<file path="config.mk">
export PLATFORM = sky130hd
export DESIGN_NAME = vec_irq_ctrl
export DESIGN_NICKNAME = d
export VERILOG_FILES = /design/src/rtl/irq_pkg.sv /design/src/rtl/irq_cond.sv /design/src/rtl/irq_state.sv /design/src/rtl/irq_arb.sv /design/src/rtl/vec_irq_ctrl.sv
export SDC_FILE = /design/constraint.sdc
export NUM_CORES = 1
export LEC_CHECK = 0
export ABC_CLOCK_PERIOD_IN_PS = 2840
export BUFFER_PORTS_ARGS = -buffer_cell sky130_fd_sc_hd__buf_2
export CAP_MARGIN = 20
export CELL_PAD_IN_SITES_DETAIL_PLACEMENT = 1
export CELL_PAD_IN_SITES_GLOBAL_PLACEMENT = 1
export CORE_MARGIN = 2
export CORE_UTILIZATION = 30
export CTS_CLUSTER_DIAMETER = 120
export DETAILED_ROUTE_END_ITERATION = 7
export PLACE_DENSITY = 0.92
export SLEW_MARGIN = 40
export SYNTH_ARGS = -nofsm -noshare
export SYNTH_HDL_FRONTEND = slang
export SYNTH_SLANG_ARGS = --single-unit
</file>
<file path="constraint.sdc">
create_clock -name clk -period 2.84 [get_ports clk]
set_clock_uncertainty 0.1 [all_clocks]
set_input_delay 0.284 -clock clk [delete_from_list [all_inputs] [get_ports clk]]
set_output_delay 0.284 -clock clk [all_outputs]
set_load 0.02 [all_outputs]
</file>
<file path="src/rtl/irq_pkg.sv">
// Package: shared constants for the interrupt priority controller.
// Assumes: exactly one edge-triggered vectored input, the highest one.
package irq_pkg;
    // number of vectored maskable inputs
    localparam int NV = 3;
    // mask write word: NV mask bits plus one edge-latch clear bit
    localparam int MW = NV + 1;
    // status word: NV-1 raw levels, edge latch, NV masks, enable flag
    localparam int SW = 2 * NV + 1;
endpackage

</file>
<file path="src/rtl/irq_cond.sv">
// Module: irq_cond
// Conditions the raw request lines into "live" requests for the arbiter.
// The non-maskable line is qualified by a rising edge AND the current level.
// The top vectored line is edge latched. The lower vectored lines pass as levels.
// Assumes the inputs are already synchronous to clk.
module irq_cond #(
    parameter int NV = 3
) (
    input  logic          clk,
    input  logic          rst_n,
    input  logic          nmi_i,
    input  logic [NV-1:0] vreq_i,
    input  logic          pend_clr_i,
    input  logic          take_nmi_i,
    input  logic          take_edge_i,
    output logic          nmi_live_o,
    output logic [NV-1:0] vlive_o,
    output logic          edge_pend_o
);
    logic nmi_prev, nmi_pend, nmi_rise;
    logic e_prev, e_pend, e_rise, e_live;

    // rise detectors; a rise in this cycle counts at once
    always_comb begin
        nmi_rise   = nmi_i & ~nmi_prev;
        nmi_live_o = nmi_i & (nmi_pend | nmi_rise);
        e_rise     = vreq_i[NV-1] & ~e_prev;
        e_live     = e_pend | e_rise;
    end

    // lower vectored inputs are plain levels
    generate
        for (genvar g = 0; g < NV - 1; g++) begin : g_lvl
            assign vlive_o[g] = vreq_i[g];
        end
    endgenerate
    assign vlive_o[NV-1] = e_live;
    assign edge_pend_o   = e_pend;

    // history and pending latches; prev resets high so held lines are not edges
    always_ff @(posedge clk) begin
        if (!rst_n) begin
            nmi_prev <= 1'b1;
            e_prev   <= 1'b1;
            nmi_pend <= 1'b0;
            e_pend   <= 1'b0;
        end else begin
            nmi_prev <= nmi_i;
            e_prev   <= vreq_i[NV-1];
            nmi_pend <= (!nmi_i || take_nmi_i) ? 1'b0 : (nmi_pend | nmi_rise);
            e_pend   <= (pend_clr_i || take_edge_i) ? 1'b0 : e_live;
        end
    end


    nmi_once_chk: assert property (@(posedge clk) disable iff (!rst_n)
        $past(take_nmi_i) |-> !nmi_live_o);


    edge_clr_chk: assert property (@(posedge clk) disable iff (!rst_n)
        $past(take_edge_i) |-> !edge_pend_o);
endmodule

</file>
<file path="src/rtl/irq_state.sv">
// Module: irq_state
// Holds the global enable flag and the per-input mask register.
// An acceptance clear beats a clear strobe, which beats a set strobe.
// Masks reset to all-masked.
module irq_state #(
    parameter int NV = 3
) (
    input  logic          clk,
    input  logic          rst_n,
    input  logic          ie_set_i,
    input  logic          ie_clr_i,
    input  logic          acc_mask_i,
    input  logic          mask_wr_i,
    input  logic [NV-1:0] mask_wdata_i,
    output logic          ie_o,
    output logic [NV-1:0] mask_o
);
    // enable flag with fixed strobe precedence
    always_ff @(posedge clk) begin
        if (!rst_n)             ie_o <= 1'b0;
        else if (acc_mask_i)    ie_o <= 1'b0;
        else if (ie_clr_i)      ie_o <= 1'b0;
        else if (ie_set_i)      ie_o <= 1'b1;
    end

    // mask register load
    always_ff @(posedge clk) begin
        if (!rst_n)         mask_o <= '1;
        else if (mask_wr_i) mask_o <= mask_wdata_i;
    end


    ie_drop_chk: assert property (@(posedge clk) disable iff (!rst_n)
        $past(acc_mask_i) |-> !ie_o);


    ie_clr_chk: assert property (@(posedge clk) disable iff (!rst_n)
        $past(ie_clr_i) |-> !ie_o);
endmodule

</file>
<file path="src/rtl/irq_arb.sv">
// Module: irq_arb
// Fixed-priority selection at the sampling strobe. It registers the result:
// a vector address with a valid flag, or an acknowledge-request pulse.
// Vector addresses of the vectored inputs are evenly spaced from ADDR_V0.
module irq_arb #(
    parameter int          NV        = 3,
    parameter logic [15:0] ADDR_NMI  = 16'h0024,
    parameter logic [15:0] ADDR_V0   = 16'h002C,
    parameter logic [15:0] ADDR_STEP = 16'h0008
) (
    input  logic          clk,
    input  logic          rst_n,
    input  logic          sample_i,
    input  logic          nmi_live_i,
    input  logic [NV-1:0] vlive_i,
    input  logic          ext_i,
    input  logic          ie_i,
    input  logic [NV-1:0] mask_i,
    output logic          take_nmi_o,
    output logic [NV-1:0] take_vec_o,
    output logic          acc_mask_o,
    output logic          vec_valid_o,
    output logic [15:0]   vec_addr_o,
    output logic          ack_req_o
);
    logic        hit;
    logic        take_ext;
    logic [15:0] addr_n;

    // priority scan: non-maskable, then vectored high to low, then external
    always_comb begin
        take_nmi_o = 1'b0;
        take_vec_o = '0;
        take_ext   = 1'b0;
        hit        = 1'b0;
        addr_n     = '0;
        if (sample_i) begin
            if (nmi_live_i) begin
                take_nmi_o = 1'b1;
                addr_n     = ADDR_NMI;
            end else if (ie_i) begin
                for (int i = NV - 1; i >= 0; i--) begin
                    if (!hit && vlive_i[i] && !mask_i[i]) begin
                        hit           = 1'b1;
                        take_vec_o[i] = 1'b1;
                        addr_n        = ADDR_V0 + 16'(i) * ADDR_STEP;
                    end
                end
                if (!hit && ext_i) take_ext = 1'b1;
            end
        end
        acc_mask_o = (|take_vec_o) | take_ext;
    end

    // registered result, valid for one cycle
    always_ff @(posedge clk) begin
        if (!rst_n) begin
            vec_valid_o <= 1'b0;
            vec_addr_o  <= '0;
            ack_req_o   <= 1'b0;
        end else begin
            vec_valid_o <= take_nmi_o | (|take_vec_o);
            vec_addr_o  <= addr_n;
            ack_req_o   <= take_ext;
        end
    end


    one_out_chk: assert property (@(posedge clk) disable iff (!rst_n)
        $onehot0({vec_valid_o, ack_req_o}));


    out_after_sample_chk: assert property (@(posedge clk) disable iff (!rst_n)
        (vec_valid_o || ack_req_o) |-> $past(sample_i));


    ack_needs_ie_chk: assert property (@(posedge clk) disable iff (!rst_n)
        ack_req_o |-> $past(ie_i));


    mask_gate_chk: assert property (@(posedge clk) disable iff (!rst_n)
        (|take_vec_o) |-> (take_vec_o & mask_i) == '0);
endmodule

</file>
<file path="src/rtl/vec_irq_ctrl.sv">
// Module: vec_irq_ctrl (top)
// Five-input interrupt priority controller: conditioning, enable/mask state,
// and a registered fixed-priority arbiter. Sampled once per instruction.
module vec_irq_ctrl
    import irq_pkg::*;
(
    input  logic          clk,
    input  logic          rst_n,
    input  logic          nmi_req,
    input  logic [NV-1:0] vreq,
    input  logic          ext_req,
    input  logic          ie_set,
    input  logic          ie_clr,
    input  logic          mask_wr,
    input  logic [MW-1:0] mask_wdata,
    input  logic          sample,
    output logic          vec_valid,
    output logic [15:0]   vec_addr,
    output logic          ack_req,
    output logic [SW-1:0] status
);
    logic          nmi_live, edge_pend, ie, acc_mask, take_nmi;
    logic [NV-1:0] vlive, mask, take_vec;

    irq_cond #(.NV(NV)) u_cond (
        .clk(clk), .rst_n(rst_n), .nmi_i(nmi_req), .vreq_i(vreq),
        .pend_clr_i(mask_wr & mask_wdata[NV]), .take_nmi_i(take_nmi),
        .take_edge_i(take_vec[NV-1]), .nmi_live_o(nmi_live),
        .vlive_o(vlive), .edge_pend_o(edge_pend)
    );

    irq_state #(.NV(NV)) u_state (
        .clk(clk), .rst_n(rst_n), .ie_set_i(ie_set), .ie_clr_i(ie_clr),
        .acc_mask_i(acc_mask), .mask_wr_i(mask_wr),
        .mask_wdata_i(mask_wdata[NV-1:0]), .ie_o(ie), .mask_o(mask)
    );

    irq_arb #(.NV(NV)) u_arb (
        .clk(clk), .rst_n(rst_n), .sample_i(sample), .nmi_live_i(nmi_live),
        .vlive_i(vlive), .ext_i(ext_req), .ie_i(ie), .mask_i(mask),
        .take_nmi_o(take_nmi), .take_vec_o(take_vec), .acc_mask_o(acc_mask),
        .vec_valid_o(vec_valid), .vec_addr_o(vec_addr), .ack_req_o(ack_req)
    );

    // read port: raw levels, edge latch, masks, enable flag
    assign status = {ie, mask, edge_pend, vreq[NV-2:0]};


    rst_idle_chk: assert property (@(posedge clk)
        $past(!rst_n) |-> (!vec_valid && !ack_req));


    addr_zero_chk: assert property (@(posedge clk) disable iff (!rst_n)
        !vec_valid |-> vec_addr == 16'h0000);
endmodule

</file>
### After elaboration in Yosys (flattened, before gate mapping)

Index checks and enable logic that the tools add are counted.

* muxes and demuxes: 28
* bitwise logic cells: 13
* reduce and logical (&&, ||, !) cells: 23

Operators by type and width (number)
* $mux W6: 5
* $mux W1: 20
* $mux W3: 3
* $logic_not A1 Y1: 7
* $logic_and A1 B1 Y1: 6
* $reduce_or A3 Y1: 2
* $reduce_or A6 Y1: 1
* $not A1 Y1: 5
* $reduce_or A5 Y1: 1
* $and A1 B1 Y1: 4
* $or A1 B1 Y1: 4
* $reduce_or A2 Y1: 2
* $reduce_or A4 Y1: 1
* $logic_or A1 B1 Y1: 2
* $reduce_and A2 Y1: 1

* bits in registers: 26
* output and inout port bits: 25
* logic and storage cells: 76

### Logic depth before layout (Yosys ltp)

Gate-level depths: netlist (run 1).

* depth in word-level cells: 30
* depth in mapped cells: 4
* gate-level depth less buffers: 3

### Hierarchy

Synthesis (run 1) repeated with hierarchy kept, for this count alone.

* cells, all modules: 78
* area, all modules: 729.4 µm²

Modules (own cells, without submodules)
* irq_arb: times used 1, cells an instance 43, area each 360.3 µm²
* irq_cond: times used 1, cells an instance 18, area each 192.7 µm²
* irq_state: times used 1, cells an instance 12, area each 140.1 µm²
* vec_irq_ctrl: times used 1, cells an instance 5, area each 36.3 µm²

### Worst setup path before layout (run 1)

Ideal clock, no wire load.

* path kind: flip-flop to flip-flop
* start: reg u_state.mask_o[2]
* end: reg u_arb.vec_addr_o[2]
* setup time: 91 ps
* data arrival time: 1011 ps
* data required time: 2649 ps
* path slack: 1638 ps
* stages on the path, launching flop included: 3
* cell sequence: dfxtp_1 -> o311a_4 -> a311oi_1

* word-level cells in the longest chain between the ends: 19
* elaborated cells between the ends (all ways): 21

RTL lines
* start: declaration: RTL line irq_state.sv:16 `output logic [NV-1:0] mask_o`
* start signal: assignment: RTL line irq_state.sv:29 `else if (mask_wr_i) mask_o <= mask_wdata_i;`
* $logic_not A1 Y1 (*): RTL line irq_arb.sv:43 `if (!hit && vlive_i[i] && !mask_i[i]) begin`
* $logic_and A1 B1 Y1 (*): RTL line irq_arb.sv:43
* $mux W1: RTL line irq_arb.sv:43
* $mux W1: RTL line irq_arb.sv:41 `end else if (ie_i) begin`
* $mux W1: RTL line irq_arb.sv:38 `if (nmi_live_i) begin`
* $mux W1: RTL line irq_arb.sv:37 `if (sample_i) begin`
* $logic_not A1 Y1: RTL line irq_arb.sv:43
* $logic_and A1 B1 Y1 (2 in a row): RTL line irq_arb.sv:43
* $mux W1: RTL line irq_arb.sv:43
* $mux W1: RTL line irq_arb.sv:41
* $mux W1: RTL line irq_arb.sv:38
* $mux W1: RTL line irq_arb.sv:37
* $logic_not A1 Y1: RTL line irq_arb.sv:43
* $logic_and A1 B1 Y1 (2 in a row): RTL line irq_arb.sv:43
* $mux W6 (*): RTL line irq_arb.sv:43
* $mux W6 (*): RTL line irq_arb.sv:41
* $mux W6 (*): RTL line irq_arb.sv:38
* end signal: assignment: RTL line irq_arb.sv:63 `vec_addr_o <= addr_n;`
* end: declaration: RTL line irq_arb.sv:23 `output logic [15:0] vec_addr_o,`

Mark *: on every way between the ends. The rest lies on a longest branch, timed or not. The select of a mux whose other input is x is not followed.
A chain may end at the register's enable or synchronous reset.

### Final worst setup path (run 1)

* start: reg u_state.ie_o
* end: out status[6]

RTL lines
* start: declaration: RTL line irq_state.sv:15 `output logic ie_o,`
* start signal: assignment: RTL line irq_state.sv:20 `if (!rst_n) ie_o <= 1'b0;`
* start signal: assignment: RTL line irq_state.sv:21 `else if (acc_mask_i) ie_o <= 1'b0;`
* start signal: assignment: RTL line irq_state.sv:22 `else if (ie_clr_i) ie_o <= 1'b0;`
* end: declaration: RTL line vec_irq_ctrl.sv:20 `output logic [SW-1:0] status`

No word-level cell between the ends.

==> flow_summary.ini, run 1 <==
[power]
ir_drop_v = 0.0001624
leakage_nw = 0.3684
p_per_area_nw_per_um2 = 507.2

[die]
initial_core_util_pct = 32.31
rows = 16
pin_count = 40
die-height_um = 50.44
core-area_um2 = 2002
chipWidth_um = 50.44
die-area_um2 = 2544

[setup_path]
cp.required_ps = 2460
worstPathArrival_ps = 900
path_delay_family = flip-flops
worst-path-buf-inv = 1
r2r-start = u_state.mask_o[2]
cp-startpoint = u_state.ie_o
setup.worst_path.start_class = flop
max_stage_delay_ps = 420
worstPathMaxFanout = 5
cp_slowest_cell = dfxtp_1
critPathCaptureType = output port
path_cells = buf_2
crit_type = flop to output port

[hold_path]
hold_path_class = primary input to flop
min_from = mask_wdata[2]

[clock_tree]
clkSlewWorstSetupHoldPaths_ps = 80
cts_hold_buffers = 0
htreeDepth = 1
root_buffer = clkbuf_4
cts_resized = 0
cts_buffers = 3
insertion_delay_ps = 280
post_cts_buffers = 0
cts.sinks = 13
cts_max_path_buffers = 2
cts_tree = done

[layout]
nets = 111
drive_above_1_share_pct = 32.63
area_delta_synth_final_pct = 16.05
design_area_um2 = 750.7
layout_common_cells = buf_2 (27), dfxtp_1 (13), conb_1 (12), nand2_1 (8), nand2b_1 (7)
layout_commonest_cell = buf_2
n_antenna_cell = 0

[route]
wl_um = 1403
num_vias = 524
drc = 0
drtAntennaViolNets = 0
dr.first_iter.drc_count = 1
dr.pass1.iters = 3
wire_per_inst_um = 11.50
viasPerCell = 4.295

[timing]
fin_crit_sh_pct = 45.20
period_minus_slack_ps = 1284
whs_ps = 112.4
fin_tns_setup_ps = 0
fin_ws_ps = 1556
drv_slew = 0
fmaxAchievable_mhz = 779.0
setup_viol = 0
rsz0062_at_grt = false
hold_viol_final = 0

[global_route]
antenna_found_initial = 0
top_usage_layer = met2
grt_pass1_vias = 513
overflow = 0
use_met1_pct = 11.72
grt_pass1_wl_um = 2311
grt_util_met3_pct = 3.869
grt_max_degree = 11
grt_use_met2_pct = 22.59
grt_use_total_pct = 12.30

[placement]
place_congestion = 0.7627
hpwl_um = 1161
portBuffers = 27
place_ws_ps = 1594
placed_area_um2 = 724.4

[synthesis]
ys_seq_area_share_pct = 40.23
netlist.area_leader.share_pct = 40.23
yosys.area.top_type = dfxtp_1
ys_types = 23
synth-seq-cells = 13
synth_area_leaders = dfxtp_1 (40%), buf_4 (20%), nand2b_1 (6.8%)
syn_area_um2 = 646.9
syn_inst = 71
avgSynthCellArea_um2 = 9.111
yosysWarningCount = 0

[run]
maxCapViolCount = 0

[outcome]
status = finished, final reports clean
## per-layer routing
layer | up-vias | routed length (um)
met1 | 238 | 554
li1 | 256 | -
met5 | - | 0
met4 | 0 | 25
met3 | 4 | 90
met2 | 26 | 733
## flip-flops by register name, indices dropped and copies added (netlist names)
register,flops
u_arb.ack_req_o,1
u_arb.vec_addr_o,3
u_arb.vec_valid_o,1
u_cond.e_prev,1
u_cond.edge_pend_o,1
u_cond.nmi_pend,1
u_cond.nmi_prev,1
u_state.ie_o,1
u_state.mask_o,3
## report_power, final
group / total (mW) / internal [mW] / switching (mW)
registers: 0.195 / 0.189 / 0.00544
clock network: 0.118 / 0.0546 / 0.0632
logic: 0.0681 / 0.0227 / 0.0454
## tightest hold or removal path, delay by kind of cell
family,cells,cell delay [ps]
buffers and inverters,1,80
AND/OR/NAND/NOR,1,40
AO/OA/AOI/OAI,1,70
## Yosys cell counts
library cell / number
o2bb2ai_1: 1
nand2_1: 8
a21oi_1: 4
dfxtp_1: 13
mux2i_1: 2
and4_1: 1
nor3b_1: 1
nand3_1: 1
o21ai_0: 1
conb_1: 1
a311oi_1: 2
and2b_1: 1
nor4b_1: 1
nor2_1: 1
buf_2: 1
buf_4: 17
a21boi_1: 1
o211ai_1: 2
or2_1: 1
inv_1: 2
nand2b_1: 7
o311a_4: 1
nor2b_1: 1
## worst paths after layout
kind	end	slack (ps)	cells after the start
hold reg to reg	u_state.mask_o[1]	400	2
setup reg to reg	u_arb.vec_valid_o	1630	2
setup / recovery	status[6]	1560	1
hold / removal	u_state.mask_o[2]	110	3
## metrics by stage
step / power (mW) / util (%) / instances
5_1_grt: 0.4000 / 37.50 / 122
2_1_floorplan: 0.2595 / - / 82
6_report: 0.3808 / 37.50 / 122
4_1_cts: 0.3812 / 37.50 / 122
3_5_place_dp: 0.2668 / 36.19 / 118
3_3_place_gp: 0.2639 / 36.19 / 118
## layout make-up
| cell class | count | area, um^2 |
|---|---|---|
| inverter | 2 | 7.507 |
| timing repair buffer | 27 | 135.1 |
| fill | 259 | 1251 |
| sequential | 13 | 260.3 |
| tap | 27 | 33.78 |
| clock buffer | 4 | 26.28 |
| multi-input combinational | 49 | 287.8 |
## kinds of logic after synthesis
family                 Yosys count  synth area share [%]
AND/OR/NAND/NOR                 23                 19.73
buffers and inverters           20                 21.66
multiplexers                     2                 3.095
flip-flops                      13                 40.23
AO/OA/AOI/OAI                   12                 14.70
other                            1                0.5797
No activity file was read; power rests on OpenSTA's default activity.
==> run 2, diff against run 1 <==
--- a/config.mk
+++ b/config.mk
@@ -5,16 +5,16 @@
 export SDC_FILE = /design/constraint.sdc
 export NUM_CORES = 1
 export LEC_CHECK = 0
-export ABC_CLOCK_PERIOD_IN_PS = 2840
+export ABC_CLOCK_PERIOD_IN_PS = 1200
 export BUFFER_PORTS_ARGS = -buffer_cell sky130_fd_sc_hd__buf_2
 export CAP_MARGIN = 20
 export CELL_PAD_IN_SITES_DETAIL_PLACEMENT = 1
 export CELL_PAD_IN_SITES_GLOBAL_PLACEMENT = 1
 export CORE_MARGIN = 2
-export CORE_UTILIZATION = 30
+export CORE_UTILIZATION = 28
 export CTS_CLUSTER_DIAMETER = 120
 export DETAILED_ROUTE_END_ITERATION = 7
-export PLACE_DENSITY = 0.92
+export PLACE_DENSITY = 0.87
 export SLEW_MARGIN = 40
 export SYNTH_ARGS = -nofsm -noshare
 export SYNTH_HDL_FRONTEND = slang
==> constraint.sdc (replaced) <==
create_clock -name clk -period 1.2 [get_ports clk]
set_clock_uncertainty 0.1 [all_clocks]
set_input_delay 0.12 -clock clk [delete_from_list [all_inputs] [get_ports clk]]
set_output_delay 0.12 -clock clk [all_outputs]
set_load 0.02 [all_outputs]
==> flow_summary.ini, run 2 (synthesis gave the netlist of run 1 again) <==
[outcome]
status = finished, final reports clean

[layout]
layout.cells.non_filler = 129
reg_top3 = u_arb.vec_addr_o: 3 flops, u_state.mask_o: 3 flops
final_util_pct = 38.21
nets = 117
n_antenna_cell = 0
layout_commonest_cell = buf_2
layout_common_cells = buf_2 (27), conb_1 (12), dfxtp_1 (11), nand2_1 (8), nand2b_1 (7)
drive_above_1_share_pct = 36.63
area_delta_synth_final_pct = 29.40
nFillCells = 277

[route]
drc = 0
dr.first_iter.drc_count = 8
wire_per_inst_um = 12.24
dr.pass1.iters = 4
wl_um = 1579
viasPerCell = 4.411
num_vias = 569
drtAntennaViolNets = 0

[die]
chipWidth_um = 52.07
pin_count = 40
die-height_um = 52.07
rows = 17
core-area_um2 = 2191
initial_core_util_pct = 29.53
die-area_um2 = 2711

[setup_path]
r2r_cells = 2
r2r-start = u_cond.e_prev
worstPathMaxFanout = 5
setup.worst_path.start_class = flop
crit_type = flop to flop
reg2reg_to = u_arb.vec_addr_o[2]
max_stage_delay_ps = 400
cp.required_ps = 1300
cp_slowest_cell = o311a_4
critPathCaptureType = flop
rrSetupSlack_ps = 30
worstPathArrival_ps = 1270
path_cells = o311a_4 > a311oi_2

[power]
ir_drop_v = 0.0005397
p_per_area_nw_per_um2 = 1099
leakage_nw = 0.3957

[placement]
place_congestion = 0.7685
portBuffers = 27
hpwl_um = 1229
place_ws_ps = 15.92
place_inst = 119

[hold_path]
min_from = rst_n
hold_path_class = primary input to flop
holdPathStages = 2
min_to = u_state.mask_o[0]

[run]
maxCapViolCount = 0

[clock_tree]
cts_buffers = 3
insertion_delay_ps = 280
post_cts_buffers = 0
htreeDepth = 1
root_buffer = clkbuf_4
cts.sinks = 13
cts_max_path_buffers = 2
clkSlewWorstSetupHoldPaths_ps = 80
cts_tree = done

[global_route]
grt_pass1_wl_um = 2401
grt_max_degree = 11
overflow = 0
grt_pass1_vias = 551
grt_use_total_pct = 12.38
antenna_found_initial = 0

[timing]
fmaxAchievable_mhz = 854.7
period_minus_slack_ps = 1170
fin_ws_ps = 30.04
fin_crit_sh_pct = 97.50
drv_slew = 0
setup_viol = 0
hold_viol_final = 0
## run 2: worst max-delay path by stage
stage	startpoint	endpoint	slack, ps	cells after the start
2_1_floorplan	u_state.mask_o[1]	u_arb.vec_addr_o[4]	20	3
3_3_place_gp	u_state.mask_o[2]	u_arb.vec_valid_o	60	2
3_5_place_dp	u_state.mask_o[2]	u_arb.vec_valid_o	20	2
4_1_cts	u_state.mask_o[2]	u_arb.vec_valid_o	6	2
5_1_grt	u_state.mask_o[0]	u_state.ie_o	-20	3
6_report	u_cond.e_prev	u_arb.vec_addr_o[2]	30	2
## run 2: layout make-up
cell class / count / area, um^2 / area share [%]
tap: 28 / 35.03 / 4.185
sequential: 13 / 262.8 / 31.39
clock buffer: 4 / 26.28 / 3.139
inverter: 2 / 7.507 / 0.8969
timing repair buffer: 33 / 195.2 / 23.32
multi-input combinational: 49 / 310.3 / 37.07
## run 2: through the flow
step                hold slack (ps)  area, um^2  TNS, ps  total power [mW]
floorplan                     95.80       689.4        0            0.6146
global placement              235.3       726.9        0            0.6252
detailed placement            242.3       726.9        0            0.6326
CTS                           6.880       819.5        0            0.9154
global route                  19.40       837.1   -16.65            0.9611
finish                        11.56       837.1        0            0.9195
## run 2: where the power goes
| group | leakage (nW) | internal, mW | switching, mW | total, mW |
|---|---|---|---|---|
| Sequential | 0.106 | 0.449 | 0.0133 | 0.462 |
| Combinational | 0.275 | 0.0683 | 0.117 | 0.185 |
| Clock | 0.0150 | 0.129 | 0.143 | 0.272 |
## run 2: layer usage
metal | track usage, % | routed length (um) | share of wire, %
met2 | 24.26 | 825 | 52
met4 | 3.947 | 12 | 0.76
met1 | 11.71 | 630 | 40
met5 | 0 | 0 | 0
met3 | 4.310 | 110 | 7.0
## run 2: what timing repair did
action                                  4_1_cts  5_1_grt
hold buffers                                  6        0
resized for setup                             1        4
endpoints found under the hold margin         6        0
endpoints found under the setup margin        1        5
pin swaps                                     0        2
## run 2: critical path: cells and delay by family (launching register included)
family	cells	cell delay, ps
DFF	1	340
AOI/OAI and AO/OA	2	650
